$ cat config.mk
export PLATFORM = sky130hd
export DESIGN_NAME = irq_vector_ctrl
export DESIGN_NICKNAME = d
export VERILOG_FILES = /design/src/rtl/vic_pkg.sv /design/src/rtl/vic_elig.sv /design/src/rtl/vic_prio.sv /design/src/rtl/irq_vector_ctrl.sv
export SDC_FILE = /design/constraint.sdc
export NUM_CORES = 1
export LEC_CHECK = 0
export ABC_CLOCK_PERIOD_IN_PS = 5200
export BUFFER_PORTS_ARGS = -buffer_cell sky130_fd_sc_hd__buf_4
export CAP_MARGIN = 20
export CELL_PAD_IN_SITES_DETAIL_PLACEMENT = 1
export CELL_PAD_IN_SITES_GLOBAL_PLACEMENT = 1
export CORE_MARGIN = 4
export CORE_UTILIZATION = 34
export CTS_CLUSTER_DIAMETER = 200
export DETAILED_ROUTE_END_ITERATION = 16
export PLACE_DENSITY_LB_ADDON = 0.1
export SYNTH_ARGS = -nofsm -noshare
export SYNTH_HDL_FRONTEND = slang
export SYNTH_SLANG_ARGS = --single-unit
$ cat constraint.sdc
create_clock -name clk -period 5.2 [get_ports clk]
set_input_delay 0.78 -clock clk [delete_from_list [all_inputs] [get_ports clk]]
set_output_delay 0.78 -clock clk [all_outputs]
set_load 0.01 [all_outputs]
$ cat src/rtl/vic_pkg.sv
package vic_pkg;
    localparam int unsigned VIC_NUM_SRC  = 32;
    localparam int unsigned VIC_ADDR_W   = 32;
    localparam int unsigned VIC_NMI_VEC  = 1;
    // Synchronous exception vectors 0,2,3,4,5: mask-gated, enable-independent
    localparam logic [VIC_NUM_SRC-1:0] VIC_SYNC_SET = 32'h0000_003D;
    localparam logic [VIC_ADDR_W-1:0]  VIC_TABLE_BASE = 32'h0000_0100;
endpackage

$ cat src/rtl/vic_elig.sv
module vic_elig #(
    parameter int unsigned N    = 32,
    parameter int unsigned NMI  = 1,
    parameter logic [N-1:0] SYNC = '0
) (
    input  logic [N-1:0] req,
    input  logic [N-1:0] mask_q,
    input  logic         gie_q,
    input  logic         nmi_prev_q,
    output logic [N-1:0] elig
);
    for (genvar g = 0; g < N; g++) begin : g_src
        if (g == NMI) begin : g_nmi
            assign elig[g] = req[g] & ~nmi_prev_q;
        end else if (SYNC[g]) begin : g_sync
            assign elig[g] = req[g] & mask_q[g];
        end else begin : g_plat
            assign elig[g] = req[g] & mask_q[g] & gie_q;
        end
    end
endmodule

$ cat src/rtl/vic_prio.sv
module vic_prio #(
    parameter int unsigned N  = 32,
    parameter int unsigned VW = $clog2(N)
) (
    input  logic [N-1:0]  elig,
    output logic [N-1:0]  grant,
    output logic          found,
    output logic [VW-1:0] idx
);
    logic [N:0] below;

    assign below[0] = 1'b0;
    for (genvar g = 0; g < N; g++) begin : g_chain
        assign below[g+1] = below[g] | elig[g];
        assign grant[g]   = elig[g] & ~below[g];
    end
    assign found = below[N];

    always_comb begin
        idx = '0;
        for (int i = 0; i < N; i++) begin
            if (grant[i]) begin
                idx = idx | VW'(i);
            end
        end
    end
endmodule

$ cat src/rtl/irq_vector_ctrl.sv
module irq_vector_ctrl
    import vic_pkg::*;
#(
    parameter int unsigned        N    = VIC_NUM_SRC,
    parameter int unsigned        AW   = VIC_ADDR_W,
    parameter int unsigned        NMI  = VIC_NMI_VEC,
    parameter logic [N-1:0]       SYNC = VIC_SYNC_SET,
    parameter logic [AW-1:0]      BASE = VIC_TABLE_BASE
) (
    input  logic                   clk,
    input  logic                   rst,
    input  logic [N-1:0]           req,
    input  logic                   en_set,
    input  logic                   en_clr,
    input  logic                   mask_we,
    input  logic [N-1:0]           mask_wdata,
    output logic                   take,
    output logic [$clog2(N)-1:0]   take_vec,
    output logic [AW-1:0]          entry_addr,
    output logic                   irq_en,
    output logic [N-1:0]           mask
);
    localparam int unsigned VW = $clog2(N);

    typedef struct packed {
        logic          take;
        logic [VW-1:0] vec;
        logic [AW-1:0] addr;
        logic          gie;
        logic [N-1:0]  mask;
        logic          nmi_prev;
    } vic_state_t;

    localparam vic_state_t RST_STATE = '{
        take: 1'b0, vec: '0, addr: BASE, gie: 1'b0, mask: '1, nmi_prev: 1'b0
    };

    vic_state_t    st_d, st_q;
    logic [N-1:0]  elig, grant;
    logic          found;
    logic [VW-1:0] win;

    vic_elig #(.N(N), .NMI(NMI), .SYNC(SYNC)) i_elig (
        .req        (req),
        .mask_q     (st_q.mask),
        .gie_q      (st_q.gie),
        .nmi_prev_q (st_q.nmi_prev),
        .elig       (elig)
    );

    vic_prio #(.N(N), .VW(VW)) i_prio (
        .elig  (elig),
        .grant (grant),
        .found (found),
        .idx   (win)
    );

    always_comb begin
        st_d          = st_q;
        st_d.take     = found;
        st_d.nmi_prev = req[NMI];
        if (en_clr) begin
            st_d.gie = 1'b0;
        end else if (en_set) begin
            st_d.gie = 1'b1;
        end
        if (mask_we) begin
            st_d.mask = mask_wdata;
        end
        if (found) begin
            st_d.vec       = win;
            st_d.addr      = BASE + AW'(win);
            st_d.gie       = 1'b0;
            st_d.mask[win] = 1'b0;
        end
    end

    always_ff @(posedge clk) begin
        if (rst) begin
            st_q <= RST_STATE;
        end else begin
            st_q <= st_d;
        end
    end

    assign take       = st_q.take;
    assign take_vec   = st_q.vec;
    assign entry_addr = st_q.addr;
    assign irq_en     = st_q.gie;
    assign mask       = st_q.mask;

    AST_GRANT_ONEHOT: assert property (@(posedge clk) disable iff (rst)
        $onehot0(grant));
    AST_ADDR_MATCHES: assert property (@(posedge clk) disable iff (rst)
        st_q.take |-> (st_q.addr == BASE + AW'(st_q.vec)));
    AST_PLAT_NEEDS_GIE: assert property (@(posedge clk) disable iff (rst)
        (st_q.take && !SYNC[st_q.vec] && st_q.vec != VW'(NMI)) |-> $past(st_q.gie));
    AST_NMI_EDGE_ONLY: assert property (@(posedge clk) disable iff (rst)
        (st_q.take && st_q.vec == VW'(NMI)) |-> ($past(req[NMI]) && !$past(st_q.nmi_prev)));
    AST_TAKE_DROPS_GIE: assert property (@(posedge clk) disable iff (rst)
        st_q.take |-> !st_q.gie);
    AST_TAKE_DROPS_MASK: assert property (@(posedge clk) disable iff (rst)
        st_q.take |-> !st_q.mask[st_q.vec]);
    AST_MASK_NO_SELF_SET: assert property (@(posedge clk) disable iff (rst)
        !$past(mask_we) |-> ((st_q.mask & ~$past(st_q.mask)) == '0));
endmodule

Word level (Yosys, flattened, before mapping)
Index checks and enable logic that the tools add are counted.
Widths: inputs -> output; s select.
Cells by class
  add/subtract/negate cells: 1
  mux-type cells: 37
  reductions and logical operators: 3
  bitwise operators: 154
  order comparisons: 2
Operators with widths (number)
  $and 1x1->1: 89
  $mux 5: 16
  $mux 32: 2
  $and 32x32->32: 1
  $mux 4: 8
  $not 1->1: 32
  $not 32->32: 1
  $or 1x1->1: 31
  $mux 3: 4
  $add 9x5->10 const A: 1
  $lt 5x6->1 const B: 1
  $demux 1 s5: 1
  $ge 5x1->1 const B: 1
  $mux 1: 4
  $mux 2: 2
  $reduce_or 3->1: 1
  $reduce_bool 2->1: 1
  $logic_and 1x1->1: 1
Storage, ports and cells
  input port bits: 69
  word-level logic and storage cells: 203
  bits in registers: 50
  output and inout port bits: 71

Longest topological paths before layout
Gate-level depths: netlist of the first run.
  depth in word-level cells: 42
  depth in mapped cells: 9

By module
Synthesis of the first run repeated with hierarchy kept, for this count alone.
Second synthesis, totals
  cells, all modules: 370
  area, all modules: 3367.0 µm²
By module, submodules not included
  irq_vector_ctrl: cells each 220, sequential area each 800.8 µm², times used 1, area an instance 2378.5 µm²
  vic_prio: cells each 116, sequential area each 0.0 µm², times used 1, area an instance 758.2 µm²
  vic_elig: cells each 34, sequential area each 0.0 µm², times used 1, area an instance 230.2 µm²

Worst setup path before layout of the first run
OpenSTA, ideal clock, no wires.
  path type: input port to flip-flop
  start point: in req[2]
  end point: reg st_q, in the netlist mask[22]
  setup time: 0.151 ns
  slack: 2.551 ns
  arrival time: 2.499 ns
  path buffers: 1
  required time: 5.049 ns
  stages on the path: 8
  path through: a22o_1 or3b_4 nor3_4 nand3_2 o211a_1 and3b_1 buf_6 a41oi_1
Between the ends
  word-level cells in the longest chain between the ends: 40
  elaborated cells between the ends (all ways): 128
RTL lines
  start, declared: line irq_vector_ctrl.sv:12  | input logic [N-1:0] req,
  $and 1x1->1 (*): line vic_elig.sv:16  | assign elig[g] = req[g] & mask_q[g];
  $or 1x1->1: line vic_prio.sv:14  | assign below[g+1] = below[g] | elig[g];
  $not 1->1 or $or 1x1->1 (tied branches): line vic_prio.sv:15, vic_prio.sv:14
  $and 1x1->1, or another cell as far along: line vic_prio.sv:15  | assign grant[g] = elig[g] & ~below[g];
  $mux 2, or another cell as far along: line vic_prio.sv:22  | if (grant[i]) begin
  $mux 3, or another cell as far along (4 in a row): line vic_prio.sv:22
  $mux 4, or another cell as far along (8 in a row): line vic_prio.sv:22
  $mux 5, or another cell as far along (14 in a row): line vic_prio.sv:22
  $mux 5 or $and 1x1->1 (tied branches): line vic_prio.sv:22, vic_prio.sv:15
  $mux 5: line vic_prio.sv:22
  $lt 5x6->1 (not written as such) or $ge 5x1->1 (tied branches): line irq_vector_ctrl.sv:74  | st_d.mask[win] = 1'b0;
  $logic_and 1x1->1 (not written as such): line irq_vector_ctrl.sv:74
  $mux 1 (not written as such): line irq_vector_ctrl.sv:74
  $demux 1 s5: line irq_vector_ctrl.sv:74
  $not 32->32 (no line)
  $and 32x32->32 (no line)
  $mux 32 (*): line irq_vector_ctrl.sv:70  | if (found) begin
  end signal, assigned: line irq_vector_ctrl.sv:82  | st_q <= st_d;
  end, declared: line irq_vector_ctrl.sv:38  | vic_state_t st_d, st_q;
Mark *: on every way between the ends. The rest lies on a longest branch, timed or not.
A chain may end at the register's enable or synchronous reset.

Worst setup path in the final report of the first run
  start point: reg st_q, in the netlist irq_en
  end point: reg st_q, in the netlist mask[19]
Between the ends
  word-level cells in the longest chain between the ends: 36
  elaborated cells between the ends (all ways): 137
RTL lines
  $and 1x1->1: line vic_elig.sv:18  | assign elig[g] = req[g] & mask_q[g] & gie_q;
  $or 1x1->1: line vic_prio.sv:14
  $not 1->1 or $or 1x1->1 (tied branches): line vic_prio.sv:15, vic_prio.sv:14
  $and 1x1->1, or another cell as far along: line vic_prio.sv:15
  $mux 3, or another cell as far along: line vic_prio.sv:22
  $mux 4, or another cell as far along (8 in a row): line vic_prio.sv:22
  $mux 5, or another cell as far along (14 in a row): line vic_prio.sv:22
  $mux 5 or $and 1x1->1 (tied branches): line vic_prio.sv:22, vic_prio.sv:15
  $mux 5: line vic_prio.sv:22
  $lt 5x6->1 (not written as such) or $ge 5x1->1 (tied branches): line irq_vector_ctrl.sv:74
  $logic_and 1x1->1 (not written as such): line irq_vector_ctrl.sv:74
  $mux 1 (not written as such): line irq_vector_ctrl.sv:74
  $demux 1 s5: line irq_vector_ctrl.sv:74
  $not 32->32 (no line)
  $and 32x32->32 (no line)
  $mux 32 (*): line irq_vector_ctrl.sv:70
Marks and branches as above.

==> run_results.csv, run 1 <==
group,metric,value,unit
outcome,status,"finished clean",
cells_and_area,final_nets,471,
timing,fmax,0.322,GHz
critical_path,cpMaxStageDelayCell,"dfxtp_1",
drt,wl_per_cell,17.8,um
clocking,clockBufferDepth,2,
timing,slew_viol_final,0,
timing,final.min_clock_period,3.10,ns
critical_path,rr_worst_depth,7,
logic_synthesis,synth_edf_count,0,
global_routing,grt_pass1_wl,13900,um
logic_synthesis,netlist-cell-type-count,52,
clocking,clock-sinks,40,
global_routing,overflow,0,
logic_synthesis,synthArstFlopShare,0,%
logic_synthesis,seq_area_frac_synth,30.9,%
clocking,root_buffer,"clkbuf_8",
logic_synthesis,syn_inst,302,
timing,setup_tns,0,ns
pwr,p_leak,1.63,nW
drt,vias,2624,
drt,drtIter0Drc,110,
clocking,cts_buffers,5,
logic_synthesis,yosysWarningCount,0,
worst_hold_path,min_path_type,"register to register",
clocking,cts_setup_buffers,0,
global_routing,grt_max_degree,35,
clocking,clk_pin_slew,0.08,ns
drt,antenna_left,0,
critical_path,cp-start-kind,"register",
floorplanning,dieArea,9080,um^2
placement,hpwl,7180,um
critical_path,path_delay_family,"simple AND/OR/NAND/NOR gates",
cells_and_area,multi_input_area,1560,um^2
critical_path,r2r_setup_slack,2.10,ns
critical_path,crit_start,"irq_en$_SDFFE_PP0P_",
critical_path,max_stage_delay,0.81,ns
drt,wl_met1,3910,um
clocking,cts_tree,"done",
critical_path,end_kind,"register",
timing,fin_crit_sh,59.7,%
placement,routabilityCongestion,0.845,
critical_path,critPathArrivalTime,3.23,ns
logic_synthesis,syn_area_per_cell,8.58,um^2
critical_path,cp_num_cells,7,
clocking,postCtsHoldBufs,0,
drt,drt-total-wl,8960,um
floorplanning,start_util,35.3,%
critical_path,crit_end,"mask[19]$_SDFF_PP1_",
floorplanning,chipWidth,95.3,um
global_routing,grt_pass1_vias,2632,
drt,top_layer,"met4",
cells_and_area,drive_gt1_share,34.7,%
drt,first_pass_iters,4,
clocking,htree_levels,2,
cells_and_area,layout_commonest_cell,"buf_4",
critical_path,r2r-end,"mask[19]$_SDFF_PP1_",
drt,wl_met3,598,um
drt,wl_met2,4330,um
floorplanning,num_rows,31,
critical_path,crit-reg2reg-launch,"irq_en$_SDFFE_PP0P_",
run,max_cap_violations,0,
cells_and_area,final_cell_mix,"112 x buf_4, 40 x dfxtp_1, 31 x nand2_1",
critical_path,worstPathCellList,"clkinv_1, or3b_2, a22oi_1, o211ai_1, o211a_1, nor2_1, o31ai_1",
floorplanning,core_area,7330,um^2
timing,whs,0.529,ns
cells_and_area,areaGrowthSynthToFinish,32.7,%
timing,fin_skew,0.0104,ns
timing,hold_viol_final,0,
timing,finalSetupViolCount,0,
cells_and_area,antennaDiodeCount,0,
clocking,cts_resized,0,
floorplanning,pin_count,140,
timing,slew_headroom,42.4,%
placement,port-buffer-count,112,
critical_path,cp_max_fo,20,
timing,grt_setup_unrepaired,"false",
cells_and_area,seq_area,801,um^2
cells_and_area,n_fill_cell,895,
logic_synthesis,netlist_area,2590,um^2
global_routing,antenna_found_initial,0,
critical_path,crit_required,5.33,ns
floorplanning,die_y,95.3,um
logic_synthesis,ys.flop_type,"dfxtp_1",
global_routing,grt_usage,20.0,%
pwr,ir_drop,0.000114,V
critical_path,critPathBufInv,1,
drt,drc,0,
drt,avgViaCountPerCell,5.23,
pwr,pwr_density_cell,228,nW/um^2
critical_path,crit_type,"register to register",
logic_synthesis,synth_seq_cells,40,
timing,worst_slew_pin_slew,0.858,ns
clocking,insertion_delay,0.30,ns
-- flip-flops by register name (all words and copies together), names as in the netlist --
signal      cells
mask           32
entry_addr      5
irq_en          1
st_q            1
take            1
-- cell type report --
class / instances / area share [%]
timing repair buffer: 112 / 24.4
inverter: 5 / 0.546
sequential: 40 / 23.3
tap: 99 / 3.60
clock buffer: 6 / 2.40
multi-input combinational: 238 / 45.4
clock inverter: 2 / 0.291
-- metal layers --
metal / vias to the layer above / global-route usage (%)
met5: - / 0
met4: 0 / 5.89
met3: 12 / 3.87
met2: 100 / 33.8
met1: 1254 / 25.8
li1: 1258 / -
-- tightest hold or removal path, cell delays in order, from the launching register on --
cell and delay [ns]:
dfxtp_1 0.33, nor2_1 0.10, nor3_1 0.05
-- worst min-delay path by stage --
| stage | from | end | slack (ns) | depth (start not counted) |
|---|---|---|---|---|
| global route | entry_addr[3]$_SDFFE_PP0N_ | entry_addr[3]$_SDFFE_PP0N_ | 0.56 | 2 |
| finish | entry_addr[4]$_SDFFE_PP0N_ | entry_addr[4]$_SDFFE_PP0N_ | 0.53 | 2 |
| CTS | entry_addr[4]$_SDFFE_PP0N_ | entry_addr[4]$_SDFFE_PP0N_ | 0.53 | 2 |
| detailed placement | entry_addr[4]$_SDFFE_PP0N_ | entry_addr[4]$_SDFFE_PP0N_ | 0.51 | 2 |
| global placement | entry_addr[3]$_SDFFE_PP0N_ | entry_addr[3]$_SDFFE_PP0N_ | 0.53 | 2 |
| floorplan | entry_addr[4]$_SDFFE_PP0N_ | entry_addr[4]$_SDFFE_PP0N_ | 0.52 | 2 |
-- per-stage QoR --
stage          instances  total power [mW]  setup WS, ns  area (um^2)  util, %
2_1_floorplan        327             0.486          2.55         2690        -
3_3_place_gp         494             0.574          2.06         3350     45.7
3_5_place_dp         494             0.576          2.05         3350     45.7
4_1_cts              502             0.788          2.14         3440     46.9
5_1_grt              502             0.826          1.87         3440     46.9
6_report             502             0.783          2.10         3440     46.9
-- synth_stat cells (all sizes together) (3+ instances only) --
master	count	area share [%]
dfxtp	40	31
buf	36	11
nand2	31	4.5
mux2i	28	11
a22oi	24	7.9
nor2	20	3.2
o21ai	15	2.9
a21oi	13	2.5
clkbuf	8	1.2
a22o	7	2.4
nand3	6	1.4
nor3	6	1.6
nor2b	5	1.2
a31o	4	1.4
a211oi	3	0.87
a21o	3	0.87
a31oi	3	0.72
a32oi	3	1.0
and3	3	0.72
inv	3	0.43
o31ai	3	0.87
-- cells by family after synthesis --
kind of cell | share of synthesized area (%)
flip-flops | 30.9
buffers and inverters | 12.4
other | 0.290
AO/OA/AOI/OAI | 25.8
AND/OR/NAND/NOR | 18.9
multiplexers | 11.7
-- power by group --
part	switching (mW)	internal [mW]
Combinational	0.111	0.107
Clock	0.109	0.106
Sequential	0.0220	0.327
Note: power is estimated with default switching activity, not from simulation.
==> run 2: changes to the inputs <==
Settings changed: ABC_CLOCK_PERIOD_IN_PS 5200 to 2490, CORE_UTILIZATION 34 to 28.
Clock period 5.2 ns to 2.49 ns, I/O delays scaled along.
==> run 2 against run 1 <==
Routed wire length is 9.3% higher. Via count is 4.3% higher. Clock power is 100% higher. Final area is 5.5% higher. Highest routed layer unchanged. Utilization is 5.9 points lower. Sequential power is 110% higher.
==> run_results.csv, run 2 (same netlist as run 1, synthesis figures left out) <==
group,metric,value,unit
cells_and_area,antennaDiodeCount,0,
floorplanning,die_y,104,um
global_routing,antenna_found_initial,0,
clocking,postCtsHoldBufs,0,
clocking,cts_tree,"done",
placement,routabilityCongestion,0.876,
timing,fin_crit_sh,96.2,%
timing,grt_setup_unrepaired,"false",
critical_path,r2r_setup_slack,0.09,ns
drt,drc,0,
global_routing,use_met3,3.79,%
critical_path,critPathArrivalTime,2.56,ns
timing,worst_slew_pin_slew,0.524,ns
cells_and_area,post-route-cell-area,3630,um^2
placement,dp.cells,522,
cells_and_area,areaGrowthSynthToFinish,40.1,%
critical_path,end_kind,"register",
cells_and_area,layout_commonest_cell,"buf_4",
clocking,clockBufferDepth,2,
cells_and_area,final_nets,493,
floorplanning,start_util,29.3,%
floorplanning,dieArea,10900,um^2
critical_path,cpMaxStageDelayCell,"or3b_4",
global_routing,grt_pass1_wl,15400,um
pwr,p_leak,1.73,nW
global_routing,top_usage_layer,"met2",
timing,whs,0.233,ns
global_routing,grt_usage,17.6,%
placement,port-buffer-count,112,
drt,drtIter0Drc,82,
cells_and_area,final_cell_mix,"133 x buf_4, 40 x dfxtp_1, 31 x nand2_1",
outcome,status,"finished clean",
clocking,root_buffer,"clkbuf_8",
critical_path,crit-reg2reg-launch,"mask[2]$_SDFF_PP1_",
placement,hpwl,7810,um
drt,vias,2736,
critical_path,rr_worst_depth,8,
global_routing,use_met2,29.5,%
timing,fmax,0.418,GHz
critical_path,max_stage_delay,0.45,ns
worst_hold_path,min_path_type,"input pin to register",
clocking,clock-sinks,40,
clocking,cts_buffers,5,
floorplanning,chipWidth,104,um
critical_path,crit_type,"register to register",
clocking,htree_levels,2,
critical_path,crit_start,"mask[2]$_SDFF_PP1_",
critical_path,cp-start-kind,"register",
clocking,insertion_delay,0.30,ns
critical_path,worstPathCellList,"a22o_1, or3b_4, nor3_4, nand3_2, o211a_4, and3b_1, buf_6, a22oi_1",
timing,fin_skew,0.00678,ns
critical_path,cp_max_fo,6,
pwr,ir_drop,0.000187,V
timing,final.min_clock_period,2.40,ns
cells_and_area,largest_reg_flops,32,
run,max_cap_violations,0,
drt,wl_per_cell,18.4,um
floorplanning,num_rows,34,
drt,avgViaCountPerCell,5.14,
clocking,clk_pin_slew,0.08,ns
global_routing,grt_pass1_vias,2921,
timing,finalSetupViolCount,0,
drt,first_pass_iters,4,
timing,setup_tns,0,ns
placement,dpl_cell_area,3500,um^2
drt,drt-total-wl,9790,um
timing,slew_headroom,65.0,%
global_routing,grtUsageMet1,22.9,%
critical_path,crit_end,"mask[10]$_SDFF_PP1_",
timing,hold_viol_final,0,
floorplanning,pin_count,140,
critical_path,crit_required,2.66,ns
drt,antenna_left,0,
pwr,pwr_density_cell,456,nW/um^2
cells_and_area,drive_gt1_share,38.7,%
cells_and_area,instances_no_fill,532,
floorplanning,core_area,8850,um^2
global_routing,overflow,0,
global_routing,grt_max_degree,30,
critical_path,r2r-end,"mask[10]$_SDFF_PP1_",
timing,slew_viol_final,0,
run 2: worst max-delay path, delay by kind of cell, from the launching register on:
kind            cells  cell delay, ns
compound gates      3            0.66
simple gates        4            1.13
buf+inv             1            0.15
flops               1            0.32
run 2: worst min path at each step:
| stage | from | end | slack [ns] | depth (start not counted) |
|---|---|---|---|---|
| after CTS | en_clr | irq_en$_SDFFE_PP0P_ | 0.23 | 2 |
| after floorplan | en_clr | irq_en$_SDFFE_PP0P_ | 0.45 | 1 |
| final | en_clr | irq_en$_SDFFE_PP0P_ | 0.23 | 2 |
| after global placement | entry_addr[2]$_SDFFE_PP0N_ | entry_addr[2]$_SDFFE_PP0N_ | 0.52 | 2 |
| after detailed placement | entry_addr[4]$_SDFFE_PP0N_ | entry_addr[4]$_SDFFE_PP0N_ | 0.52 | 2 |
| after global routing | en_clr | irq_en$_SDFFE_PP0P_ | 0.23 | 2 |
run 2: cell type report:
class	instances	area [um^2]
inverter	5	18.8
sequential	40	801
timing repair buffer	134	1010
clock buffer	6	72.6
fill	1104	5220
multi-input combinational	238	1590
clock inverter	1	5.00
tap	108	135
run 2: power breakdown:
| group | leakage [nW] | total (mW) | switching, mW | internal [mW] |
|---|---|---|---|---|
| Sequential | 0.331 | 0.728 | 0.0443 | 0.683 |
| Clock | 0.0410 | 0.427 | 0.236 | 0.191 |
| Combinational | 1.35 | 0.501 | 0.249 | 0.253 |
run 2: metrics by stage:
step | setup slack (ns) | total power, mW | util [%]
3_5_place_dp | -0.0735 | 1.23 | 39.6
3_3_place_gp | -0.0514 | 1.23 | 39.6
5_1_grt | 0.000763 | 1.74 | 41.0
2_1_floorplan | 0.243 | 1.02 | -
6_report | 0.0949 | 1.66 | 41.0
4_1_cts | 0.0477 | 1.65 | 40.4
run 2: timing repair:
| action | in CTS | in global routing |
|---|---|---|
| buffers inserted | 0 | 3 |
| endpoints found under the setup margin | 0 | 20 |
| resized for setup | 0 | 5 |
run 2: metal layers:
metal | vias up | part of all wire, %
li1 | 1303 | -
met1 | 1326 | 46
met2 | 96 | 47
met3 | 11 | 5.3
met4 | 0 | 1.5
met5 | - | 0
==> run 3: changes to the inputs <==
Settings changed: REMOVE_ABC_BUFFERS set to 1.
==> run 3 against run 2 <==
Register-to-register slack better by 0.02 ns. Fmax up 0.94%. Critical endpoint is now mask[1]$_SDFF_PP1_. Final cell count up 1.5%. Global-route usage decreased by 0.41 points. Sequential cell count unchanged. Combinational power is essentially flat. Final area is 2.6% higher. Non-clock buffer count rose by 7. Die area did not move.
==> run_results.csv, run 3 (same netlist as run 1, synthesis figures left out) <==
group,metric,value,unit
pwr,ir_drop,0.000185,V
cells_and_area,areaGrowthSynthToFinish,43.7,%
worst_hold_path,worstHoldEndpoint,"irq_en$_SDFFE_PP0P_",
drt,antenna_left,0,
timing,fin_skew,0.00374,ns
cells_and_area,drive_gt1_share,40.3,%
critical_path,cp-start-kind,"register",
outcome,status,"finished clean",
critical_path,crit-reg2reg-launch,"mask[2]$_SDFF_PP1_",
critical_path,crit_required,2.67,ns
pwr,power.switching,0.525,mW
drt,drt-total-wl,9410,um
floorplanning,start_util,29.3,%
global_routing,grt_pass1_wl,15100,um
drt,drc,0,
pwr,power_switching_share,28.9,%
timing,slew_viol_final,0,
critical_path,max_stage_delay,0.43,ns
critical_path,cpMaxStageDelayCell,"or3b_4",
cells_and_area,final_nets,500,
floorplanning,pin_count,140,
placement,hpwl,7590,um
placement,dp.cells,530,
timing,fmax,0.421,GHz
pwr,clkPwrFrac,32.6,%
critical_path,end_kind,"register",
global_routing,antenna_found_initial,0,
critical_path,r2r_setup_slack,0.12,ns
timing,finalSetupViolCount,0,
worst_hold_path,holdPathStages,2,
floorplanning,num_rows,34,
clocking,htree_levels,2,
critical_path,r2r-end,"mask[1]$_SDFF_PP1_",
critical_path,worstPathCellList,"a22o_1, or3b_4, nor3_4, o211ai_1, and4_4, and3b_1, buf_4, a22oi_1",
cells_and_area,final_cell_mix,"141 x buf_4, 40 x dfxtp_1, 31 x nand2_1",
cells_and_area,largest_reg_flops,32,
drt,avgViaCountPerCell,4.99,
global_routing,overflow,0,
placement,port-buffer-count,112,
clocking,cts_buffers,5,
worst_hold_path,min_from,"en_clr",
clocking,postCtsHoldBufs,0,
floorplanning,dieArea,10900,um^2
floorplanning,core_area,8850,um^2
critical_path,critPathArrivalTime,2.55,ns
drt,first_pass_iters,4,
timing,final.min_clock_period,2.37,ns
floorplanning,chipWidth,104,um
timing,hold_viol_final,0,
critical_path,rr_worst_depth,8,
drt,drtIter0Drc,60,
pwr,pwr_density_cell,489,nW/um^2
cells_and_area,antennaDiodeCount,0,
critical_path,crit_type,"register to register",
pwr,p_int,1.29,mW
cells_and_area,instances_no_fill,540,
pwr,p_leak,1.78,nW
timing,fin_crit_sh,95.3,%
pwr,finalPower,1.82,mW
worst_hold_path,min_path_type,"input pin to register",
drt,vias,2694,
global_routing,grt_pass1_vias,2887,
cells_and_area,n_fill_cell,1099,
clocking,clock-sinks,40,
global_routing,grt_usage,17.1,%
critical_path,cp_max_fo,6,
pwr,power_frac_seq,39.8,%
cells_and_area,layout_commonest_cell,"buf_4",
floorplanning,die_y,104,um
clocking,root_buffer,"clkbuf_8",
clocking,clk_pin_slew,0.08,ns
global_routing,grt_max_degree,28,
clocking,clockBufferDepth,2,
placement,routabilityCongestion,0.855,
cells_and_area,post-route-util,42.1,%
pwr,share_comb_of_total_power,27.6,%
run,max_cap_violations,0,
drt,wl_per_cell,17.4,um
clocking,cts_tree,"done",
clocking,insertion_delay,0.30,ns
-- run 3: repair_timing --
item / in CTS / in global routing
pin swaps: 0 / 3
setup endpoints to repair: 1 / 23
resized for setup: 1 / 4
setup buffers: 0 / 2
-- run 3: layer usage --
| metal | GRT usage, % | part of all wire [%] | vias to the layer above | routed length, um |
|---|---|---|---|---|
| li1 | - | - | 1311 | - |
| met3 | 3.72 | 5.3 | 7 | 502 |
| met5 | 0 | 0 | - | 0 |
| met4 | 3.70 | 0.93 | 0 | 88 |
| met1 | 21.9 | 45 | 1284 | 4210 |
| met2 | 29.7 | 49 | 92 | 4610 |
-- run 3: worst max-delay path by stage --
stage,slack [ns],to,cells after the start,start
2_1_floorplan,0.006,mask[22]$_SDFF_PP1_,7,irq_en$_SDFFE_PP0P_
3_3_place_gp,-0.09,mask[22]$_SDFF_PP1_,8,req[2]
3_5_place_dp,-0.15,mask[22]$_SDFF_PP1_,8,req[2]
4_1_cts,0.05,mask[28]$_SDFF_PP1_,7,mask[3]$_SDFF_PP1_
5_1_grt,-0.01,mask[1]$_SDFF_PP1_,8,mask[2]$_SDFF_PP1_
6_report,0.12,mask[1]$_SDFF_PP1_,8,mask[2]$_SDFF_PP1_
-- run 3: stage by stage --
step / worst slack [ns] / hold slack (ns) / instance area [um^2] / setup TNS [ns]
global placement: -0.0897 / 0.513 / 3560 / -0.521
global route: -0.0139 / 0.238 / 3720 / -0.0139
finish: 0.117 / 0.236 / 3720 / 0
CTS: 0.0480 / 0.227 / 3690 / 0
detailed placement: -0.145 / 0.517 / 3560 / -1.67
floorplan: 0.00649 / 0.443 / 2380 / 0
-- run 3: power by group through the flow --
stage          Sequential [mW]  Combinational [mW]  Clock, mW
6_report                 0.724               0.502      0.593
5_1_grt                  0.732               0.550      0.626
4_1_cts                  0.725               0.501      0.610
3_5_place_dp             0.738               0.499          0
3_3_place_gp             0.738               0.494          0
2_1_floorplan            0.754               0.201          0
-- run 3: worst max-delay path: cells and delay by family, from the launching register on --
family                 cells  cell delay, ns
and+or+nand+nor            4            1.26
AOI/OAI and AO/OA          3            0.52
DFF                        1            0.32
buffers and inverters      1            0.15
-- run 3: final cells by class --
| cell class | count | area [um^2] | share of cell area, % |
|---|---|---|---|
| multi-input cells | 238 | 1580 | 42.5 |
| repair buffers | 141 | 1060 | 28.4 |
| flip-flops and latches | 40 | 801 | 21.5 |
| well taps | 108 | 135 | 3.63 |
| clock buffers | 7 | 96.3 | 2.59 |
| clock inverters | 1 | 30.0 | 0.807 |
| inverters | 5 | 18.8 | 0.504 |
